$ cat src/rtl/ilv_pkg.sv
package ilv_pkg;
  typedef enum logic [1:0] {
    OP_READ  = 2'd0,
    OP_WRITE = 2'd1,
    OP_BURST = 2'd2,
    OP_SPARE = 2'd3
  } ilv_op_e;
endpackage

$ cat src/rtl/ilv_addr_map.sv
module ilv_addr_map #(
  parameter int AW        = 6,
  parameter int KB        = 2,
  parameter bit LOW_ORDER = 1'b1
) (
  input  logic [AW-1:0]    addr,
  output logic [KB-1:0]    bank,
  output logic [AW-KB-1:0] off
);
  localparam int OW = AW - KB;

  generate
    if (LOW_ORDER) begin : g_low
      function automatic logic [KB-1:0] bank_sel(logic [AW-1:0] a);
        return a[KB-1:0];
      endfunction
      function automatic logic [OW-1:0] word_sel(logic [AW-1:0] a);
        return a[AW-1:KB];
      endfunction
      assign bank = bank_sel(addr);
      assign off  = word_sel(addr);
    end else begin : g_high
      function automatic logic [KB-1:0] bank_sel(logic [AW-1:0] a);
        return a[AW-1:OW];
      endfunction
      function automatic logic [OW-1:0] word_sel(logic [AW-1:0] a);
        return a[OW-1:0];
      endfunction
      assign bank = bank_sel(addr);
      assign off  = word_sel(addr);
    end
  endgenerate
endmodule

$ cat src/rtl/ilv_bank.sv
module ilv_bank #(
  parameter int OW     = 4,
  parameter int DW     = 8,
  parameter int RD_LAT = 2
) (
  input  logic          clk,
  input  logic          rst_n,
  input  logic          acc_en,
  input  logic          acc_we,
  input  logic [OW-1:0] acc_off,
  input  logic [DW-1:0] acc_wdata,
  output logic          busy,
  output logic          rd_valid,
  output logic [DW-1:0] rd_data
);
  localparam int DEPTH = 1 << OW;
  localparam int BCW   = (RD_LAT > 2) ? $clog2(RD_LAT) : 1;

  logic [DW-1:0]     mem [DEPTH];
  logic              a_v;
  logic [OW-1:0]     a_off;
  logic [RD_LAT-2:0] v_pipe;
  logic [DW-1:0]     d_pipe [RD_LAT-1];
  logic [BCW-1:0]    busy_cnt;

  wire rd_start = acc_en && !acc_we;

  assign busy     = (busy_cnt != '0);
  assign rd_valid = v_pipe[RD_LAT-2];
  assign rd_data  = d_pipe[RD_LAT-2];

  always_ff @(posedge clk) begin
    if (!rst_n) begin
      a_v      <= 1'b0;
      v_pipe   <= '0;
      busy_cnt <= '0;
    end else begin
      a_v       <= rd_start;
      v_pipe[0] <= a_v;
      for (int i = 1; i < RD_LAT - 1; i++) v_pipe[i] <= v_pipe[i-1];
      if (rd_start)      busy_cnt <= BCW'(RD_LAT - 1);
      else if (busy)     busy_cnt <= busy_cnt - BCW'(1);
    end
  end

  always_ff @(posedge clk) begin
    if (acc_en) a_off <= acc_off;
    if (acc_en && acc_we) mem[acc_off] <= acc_wdata;
    d_pipe[0] <= mem[a_off];
    for (int i = 1; i < RD_LAT - 1; i++) d_pipe[i] <= d_pipe[i-1];
  end

  // the sequencer never targets a bank that is still occupied
  p_no_access_busy_r7: assert property (@(posedge clk) disable iff (!rst_n)
    acc_en |-> !busy);
endmodule

$ cat src/rtl/ilv_seq.sv
module ilv_seq
  import ilv_pkg::*;
#(
  parameter int AW        = 6,
  parameter int KB        = 2,
  parameter int DW        = 8,
  parameter int MAX_BURST = 16,
  parameter int RD_LAT    = 2,
  parameter bit LOW_ORDER = 1'b1
) (
  input  logic                          clk,
  input  logic                          rst_n,
  input  logic                          req_valid,
  output logic                          req_ready,
  input  logic [1:0]                    req_op,
  input  logic [AW-1:0]                 req_addr,
  input  logic [$clog2(MAX_BURST)-1:0]  req_len,
  input  logic [DW-1:0]                 req_wdata,
  input  logic [(1<<KB)-1:0]            bank_busy,
  output logic [(1<<KB)-1:0]            acc_en,
  output logic                          acc_we,
  output logic [AW-KB-1:0]              acc_off,
  output logic [DW-1:0]                 acc_wdata,
  output logic                          rsp_valid,
  output logic                          rsp_last
);
  localparam int NB = 1 << KB;
  localparam int OW = AW - KB;
  localparam int LW = $clog2(MAX_BURST);
  localparam int CW = $clog2(MAX_BURST + 1);

  function automatic logic [CW-1:0] words_of(ilv_op_e op, logic [LW-1:0] len);
    if (op == OP_BURST) return CW'(len) + CW'(1);
    return CW'(1);
  endfunction

  logic [AW-1:0]     cur_addr;
  logic [CW-1:0]     left;
  logic              cur_wr;
  logic [DW-1:0]     cur_wd;
  logic [KB-1:0]     cur_bank;
  logic [OW-1:0]     cur_off;
  logic [RD_LAT-1:0] t_v;
  logic [RD_LAT-1:0] t_last;

  ilv_addr_map #(.AW(AW), .KB(KB), .LOW_ORDER(LOW_ORDER)) u_map (
    .addr (cur_addr),
    .bank (cur_bank),
    .off  (cur_off)
  );

  ilv_op_e op_in;
  assign op_in = ilv_op_e'(req_op);

  wire accept    = req_valid && req_ready;
  wire issue     = (left != '0) && !bank_busy[cur_bank];
  wire last_word = (left == CW'(1));
  wire rd_issue  = issue && !cur_wr;

  assign req_ready = (left == '0);

  always_ff @(posedge clk) begin
    if (!rst_n) begin
      cur_addr <= '0;
      left     <= '0;
      cur_wr   <= 1'b0;
      cur_wd   <= '0;
    end else if (accept) begin
      cur_addr <= req_addr;
      left     <= words_of(op_in, req_len);
      cur_wr   <= (op_in == OP_WRITE);
      cur_wd   <= req_wdata;
    end else if (issue) begin
      cur_addr <= cur_addr + AW'(1);
      left     <= left - CW'(1);
    end
  end

  generate
    for (genvar i = 0; i < NB; i++) begin : g_en
      assign acc_en[i] = issue && (cur_bank == KB'(i));
    end
  endgenerate

  assign acc_we    = cur_wr;
  assign acc_off   = cur_off;
  assign acc_wdata = cur_wd;

  always_ff @(posedge clk) begin
    if (!rst_n) begin
      t_v    <= '0;
      t_last <= '0;
    end else begin
      t_v    <= {t_v[RD_LAT-2:0], rd_issue};
      t_last <= {t_last[RD_LAT-2:0], rd_issue && last_word};
    end
  end

  assign rsp_valid = t_v[RD_LAT-1];
  assign rsp_last  = t_last[RD_LAT-1];

  // a freshly accepted request blocks the port on the next cycle
  p_ready_drops_r10: assert property (@(posedge clk) disable iff (!rst_n)
    (req_valid && req_ready) |=> !req_ready);

  // no more than one bank receives an access in a cycle
  p_one_bank_r7: assert property (@(posedge clk) disable iff (!rst_n)
    $onehot0(acc_en));
endmodule

$ cat src/rtl/ilv_mem_ctrl.sv
module ilv_mem_ctrl #(
  parameter int AW        = 6,
  parameter int KB        = 2,
  parameter int DW        = 8,
  parameter int MAX_BURST = 16,
  parameter int RD_LAT    = 2,
  parameter bit LOW_ORDER = 1'b1
) (
  input  logic                         clk,
  input  logic                         rst_n,
  input  logic                         req_valid,
  output logic                         req_ready,
  input  logic [1:0]                   req_op,
  input  logic [AW-1:0]                req_addr,
  input  logic [$clog2(MAX_BURST)-1:0] req_len,
  input  logic [DW-1:0]                req_wdata,
  output logic                         rsp_valid,
  output logic [DW-1:0]                rsp_data,
  output logic                         rsp_last
);
  localparam int NB = 1 << KB;
  localparam int OW = AW - KB;

  logic [NB-1:0] bank_busy;
  logic [NB-1:0] acc_en;
  logic          acc_we;
  logic [OW-1:0] acc_off;
  logic [DW-1:0] acc_wdata;
  logic [NB-1:0] bank_rv;
  logic [DW-1:0] bank_rd [NB];
  logic [DW-1:0] rd_or;

  ilv_seq #(
    .AW(AW), .KB(KB), .DW(DW), .MAX_BURST(MAX_BURST),
    .RD_LAT(RD_LAT), .LOW_ORDER(LOW_ORDER)
  ) u_seq (
    .clk       (clk),
    .rst_n     (rst_n),
    .req_valid (req_valid),
    .req_ready (req_ready),
    .req_op    (req_op),
    .req_addr  (req_addr),
    .req_len   (req_len),
    .req_wdata (req_wdata),
    .bank_busy (bank_busy),
    .acc_en    (acc_en),
    .acc_we    (acc_we),
    .acc_off   (acc_off),
    .acc_wdata (acc_wdata),
    .rsp_valid (rsp_valid),
    .rsp_last  (rsp_last)
  );

  generate
    for (genvar i = 0; i < NB; i++) begin : g_bank
      ilv_bank #(.OW(OW), .DW(DW), .RD_LAT(RD_LAT)) u_bank (
        .clk       (clk),
        .rst_n     (rst_n),
        .acc_en    (acc_en[i]),
        .acc_we    (acc_we),
        .acc_off   (acc_off),
        .acc_wdata (acc_wdata),
        .busy      (bank_busy[i]),
        .rd_valid  (bank_rv[i]),
        .rd_data   (bank_rd[i])
      );
    end
  endgenerate

  always_comb begin
    rd_or = '0;
    for (int i = 0; i < NB; i++) begin
      if (bank_rv[i]) rd_or = rd_or | bank_rd[i];
    end
  end

  assign rsp_data = rd_or;

  // returned words never collide on the response bus
  p_single_return_r11: assert property (@(posedge clk) disable iff (!rst_n)
    $onehot0(bank_rv));

  // the tag pipe and the banks agree on when a word comes back
  p_tag_agrees_r11: assert property (@(posedge clk) disable iff (!rst_n)
    rsp_valid == (|bank_rv));

  // the last marker only accompanies data
  p_last_with_valid_r5: assert property (@(posedge clk) disable iff (!rst_n)
    rsp_last |-> rsp_valid);
endmodule

$ cat config.mk
export PLATFORM = sky130hd
export DESIGN_NAME = ilv_mem_ctrl
export DESIGN_NICKNAME = d
export VERILOG_FILES = /design/src/rtl/ilv_pkg.sv /design/src/rtl/ilv_addr_map.sv /design/src/rtl/ilv_bank.sv /design/src/rtl/ilv_seq.sv /design/src/rtl/ilv_mem_ctrl.sv
export SDC_FILE = /design/constraint.sdc
export NUM_CORES = 1
export LEC_CHECK = 0
export ABC_AREA = 0
export BUFFER_PORTS_ARGS = -buffer_cell sky130_fd_sc_hd__buf_2
export CAP_MARGIN = 20
export CORE_UTILIZATION = 60
export DETAILED_ROUTE_END_ITERATION = 12
export PLACE_DENSITY = 0.78
export SLEW_MARGIN = 0
export SYNTH_ARGS = -nofsm -noshare
export SYNTH_HDL_FRONTEND = slang
export SYNTH_SLANG_ARGS = --single-unit
$ cat constraint.sdc
create_clock -name clk -period 5.4 [get_ports clk]
set_clock_uncertainty 0.15 [all_clocks]
set_input_delay 0.27 -clock clk [delete_from_list [all_inputs] [get_ports clk]]
set_output_delay 0.27 -clock clk [all_outputs]
set_load 0.01 [all_outputs]
==> results.json <==
{
  "place_area_sq_um": 23400,
  "crit_required_ns": 5.72,
  "fin_ws_ns": 1.69,
  "vias": 11200,
  "utilization_pct": 68.2,
  "rows": 71,
  "routed_wl_mm": 52.6,
  "syn-num-nets": 1107,
  "drv_cap": 0,
  "route.met2.wl_mm": 25.8,
  "wl_met1_mm": 19.9,
  "dr.pass1.iters": 5,
  "path_buf_inv": 3,
  "postRouteAntennaNets": 0,
  "dp_hpwl_mm": 29.8,
  "start_util_pct": 60.8,
  "grt_pass1_vias": 11100,
  "fill_cells": 2223,
  "tightest_slew_ns": 0.962,
  "worstSkewPairLatency_ns": 0.59,
  "crit_path_max_incr_delay_ns": 0.72,
  "yosys.cell_types.count": 43,
  "critPathKind": "reg2reg",
  "diodes": 0,
  "grt_pass1_wl_mm": 76.2,
  "dp_cells": 1565,
  "yosysSeqAreaShare_pct": 76.4,
  "outcome": "completed",
  "place_ws_ns": 2.18,
  "vias_per_cell": 6.59,
  "track_usage_pct": 28.2,
  "drt-initial-drc-count": 1495,
  "gp_congestion": 0.861,
  "die_y_microns": 197,
  "setup_viol": 0,
  "setup_tns_ns": 0,
  "syn_to_final_growth_pct": 12.2,
  "clockRootBuffer": "clkbuf_16",
  "overflow": 0,
  "port_buffers": 33,
  "nets": 1173,
  "fin_crit_sh_pct": 68.8,
  "met3WireLength_mm": 4.82,
  "fmax_mhz": 269,
  "top_layer": "met4",
  "ir_drop_mv": 0.430,
  "syn-cell-area_sq_um": 22800,
  "cp-start-kind": "flip-flop",
  "cpMaxStageDelayCell": "nor4b_4",
  "synth.avg_cell_area_sq_um": 21.2,
  "syn_inst": 1076,
  "synth_top_area_share_pct": 69.4,
  "tritoncts": "done",
  "path_max_fanout": 17,
  "p_leak_nw": 8.25,
  "die-area_sq_um": 38800,
  "synthFlopType": "edfxtp_1",
  "coreArea_sq_um": 37600,
  "drv_slew": 0,
  "synth.area.top_cells": "edfxtp_1 (69%), mux4_2 (16%), dfxtp_1 (7.0%), nor2_1 (1.2%), mux2_2 (0.64%)",
  "io_pins": 34,
  "rsz0062_at_grt": "false",
  "cp-end-kind": "flip-flop",
  "min-delay-path-class": "in2reg",
  "final_area_sq_um": 25600,
  "cts_sinks": 608,
  "wire_per_inst_microns": 31.0,
  "cp_top_family": "buffers and inverters",
  "cts_setup_buffers": 0,
  "power_density_nw_per_um2": 484,
  "yosys_warnings": 0,
  "clkTransAtPathRegs_ns": 0.06,
  "grt_max_degree": 66,
  "instances_no_fill": 1700,
  "period_minus_slack_ns": 3.71,
  "hold_violations": 0,
  "synth-edff-count": 528,
  "cts_buffers": 55,
  "drive_gt1_share_pct": 27.0,
  "antenna_found_initial": 1,
  "synth_area_leader_cell": "edfxtp_1",
  "synth.most_common_cell": "edfxtp_1",
  "die-width_microns": 197,
  "h-tree-depth": 2,
  "slew_headroom_pct": 35.9,
  "cp_common_cell": "dlygate4sd3_1",
  "synth_seq_cells": 608,
  "cp.arrival_ns": 4.04,
  "synthTopCellsByCount": "edfxtp_1 (528), mux4_2 (161), dfxtp_1 (80)",
  "path_cells": "inv_1 > ha_1 > nor4b_4 > nand2_1 > o21ai_0 > dlygate4sd3_1 > a211oi_1 > dlygate4sd3_1",
  "cts_buffer_depth": 3,
  "remaining_drc_errors": 0,
  "ys_async_sr_fraction_pct": 0
}
report_power, final:
part / switching [mW] / internal, mW / total [mW] / leakage (nW)
logic: 1.11 / 1.19 / 2.30 / 1.81
clock network: 1.66 / 2.24 / 3.90 / 0.894
registers: 0.610 / 5.60 / 6.21 / 5.55
layer usage:
metal,global-route usage [%],vias up
met4,11.4,0
met1,39.3,5833
met2,44.9,715
met3,5.21,121
met5,0,-
li1,-,4541
cell families (layout without fill, tap and decap cells):
| group | count (synthesis) | count (layout) | share of synthesized area [%] |
|---|---|---|---|
| buf+inv | 68 | 181 | 1.31 |
| compound gates | 51 | 51 | 1.50 |
| xor+xnor | 3 | 3 | 0.115 |
| flops | 608 | 608 | 76.4 |
| fa+ha+maj | 8 | 8 | 0.438 |
| mux | 181 | 181 | 16.9 |
| simple gates | 157 | 157 | 3.29 |
layout make-up:
type / instances / area, sq um / share of cell area, %
Clock buffer: 86 / 1650 / 6.43
Multi-Input combinational cell: 400 / 5080 / 19.8
Timing Repair Buffer: 68 / 546 / 2.13
Sequential cell: 608 / 17500 / 68.3
Clock inverter: 18 / 181 / 0.708
Inverter: 9 / 33.8 / 0.132
Tap cell: 511 / 639 / 2.50
worst register-to-register path, stage by stage, from the launching register on:
cell and delay (ns):
dfxtp_1 0.33, inv_1 0.12, ha_1 0.19, nor4b_4 0.72, nand2_1 0.54, o21ai_0 0.31
dlygate4sd3_1 0.58, a211oi_1 0.06, dlygate4sd3_1 0.60
worst paths after layout:
kind | startpoint | endpoint | slack, ns | cells after the start
worst max register to register | u_seq.left[0] | u_seq.cur_addr[5] | 1.69 | 8
worst min-delay path | req_addr[3] | u_seq.cur_addr[3] | 0.02 | 3
worst max-delay path | u_seq.left[0] | u_seq.cur_addr[5] | 1.69 | 8
worst min register to register | u_seq.t_last[0] | u_seq.t_last[1] | 0.30 | 1
layout by cell type (no fill, tap or decap), drive strengths merged, types with 5 or more instances in the layout:
cell and n:
nor2 75, buf 41, clkinv 13, o21ai 8
and2 14, mux4 161, a22oi 17, inv 10
mux2 17, nand3 14, nand2 37, a211oi 5
clkbuf 86, dlygate4sd3 27, ha 8, dfxtp 80
a21oi 12, edfxtp 528
per-stage QoR:
| step | power (mW) | hold WS [ns] |
|---|---|---|
| after detailed placement | 8.46 | 0.271 |
| after global placement | 8.42 | 0.278 |
| final | 12.4 | 0.0189 |
| after global routing | 12.8 | 0.0345 |
| after CTS | 12.4 | 0.00571 |
| after floorplan | 7.72 | 0.256 |
registers in the layout, indices dropped and copies added (netlist names), named ones only:
register                cells
u_seq.acc_we                1
g_bank.u_bank.rd_valid      4
u_seq.t_last                2
g_bank.u_bank.d_pipe       32
g_bank.u_bank.a_off        16
g_bank.u_bank.mem         512
g_bank.u_bank.busy          4
u_seq.cur_addr              6
u_seq.t_v                   2
u_seq.acc_wdata             8
u_seq.left                  5
repair_timing:
item | CTS | global route
hold buffers | 27 | 0
resized for setup | 0 | 0
endpoints found under the hold margin | 23 | 0
Power figures use the tool's default switching activity.
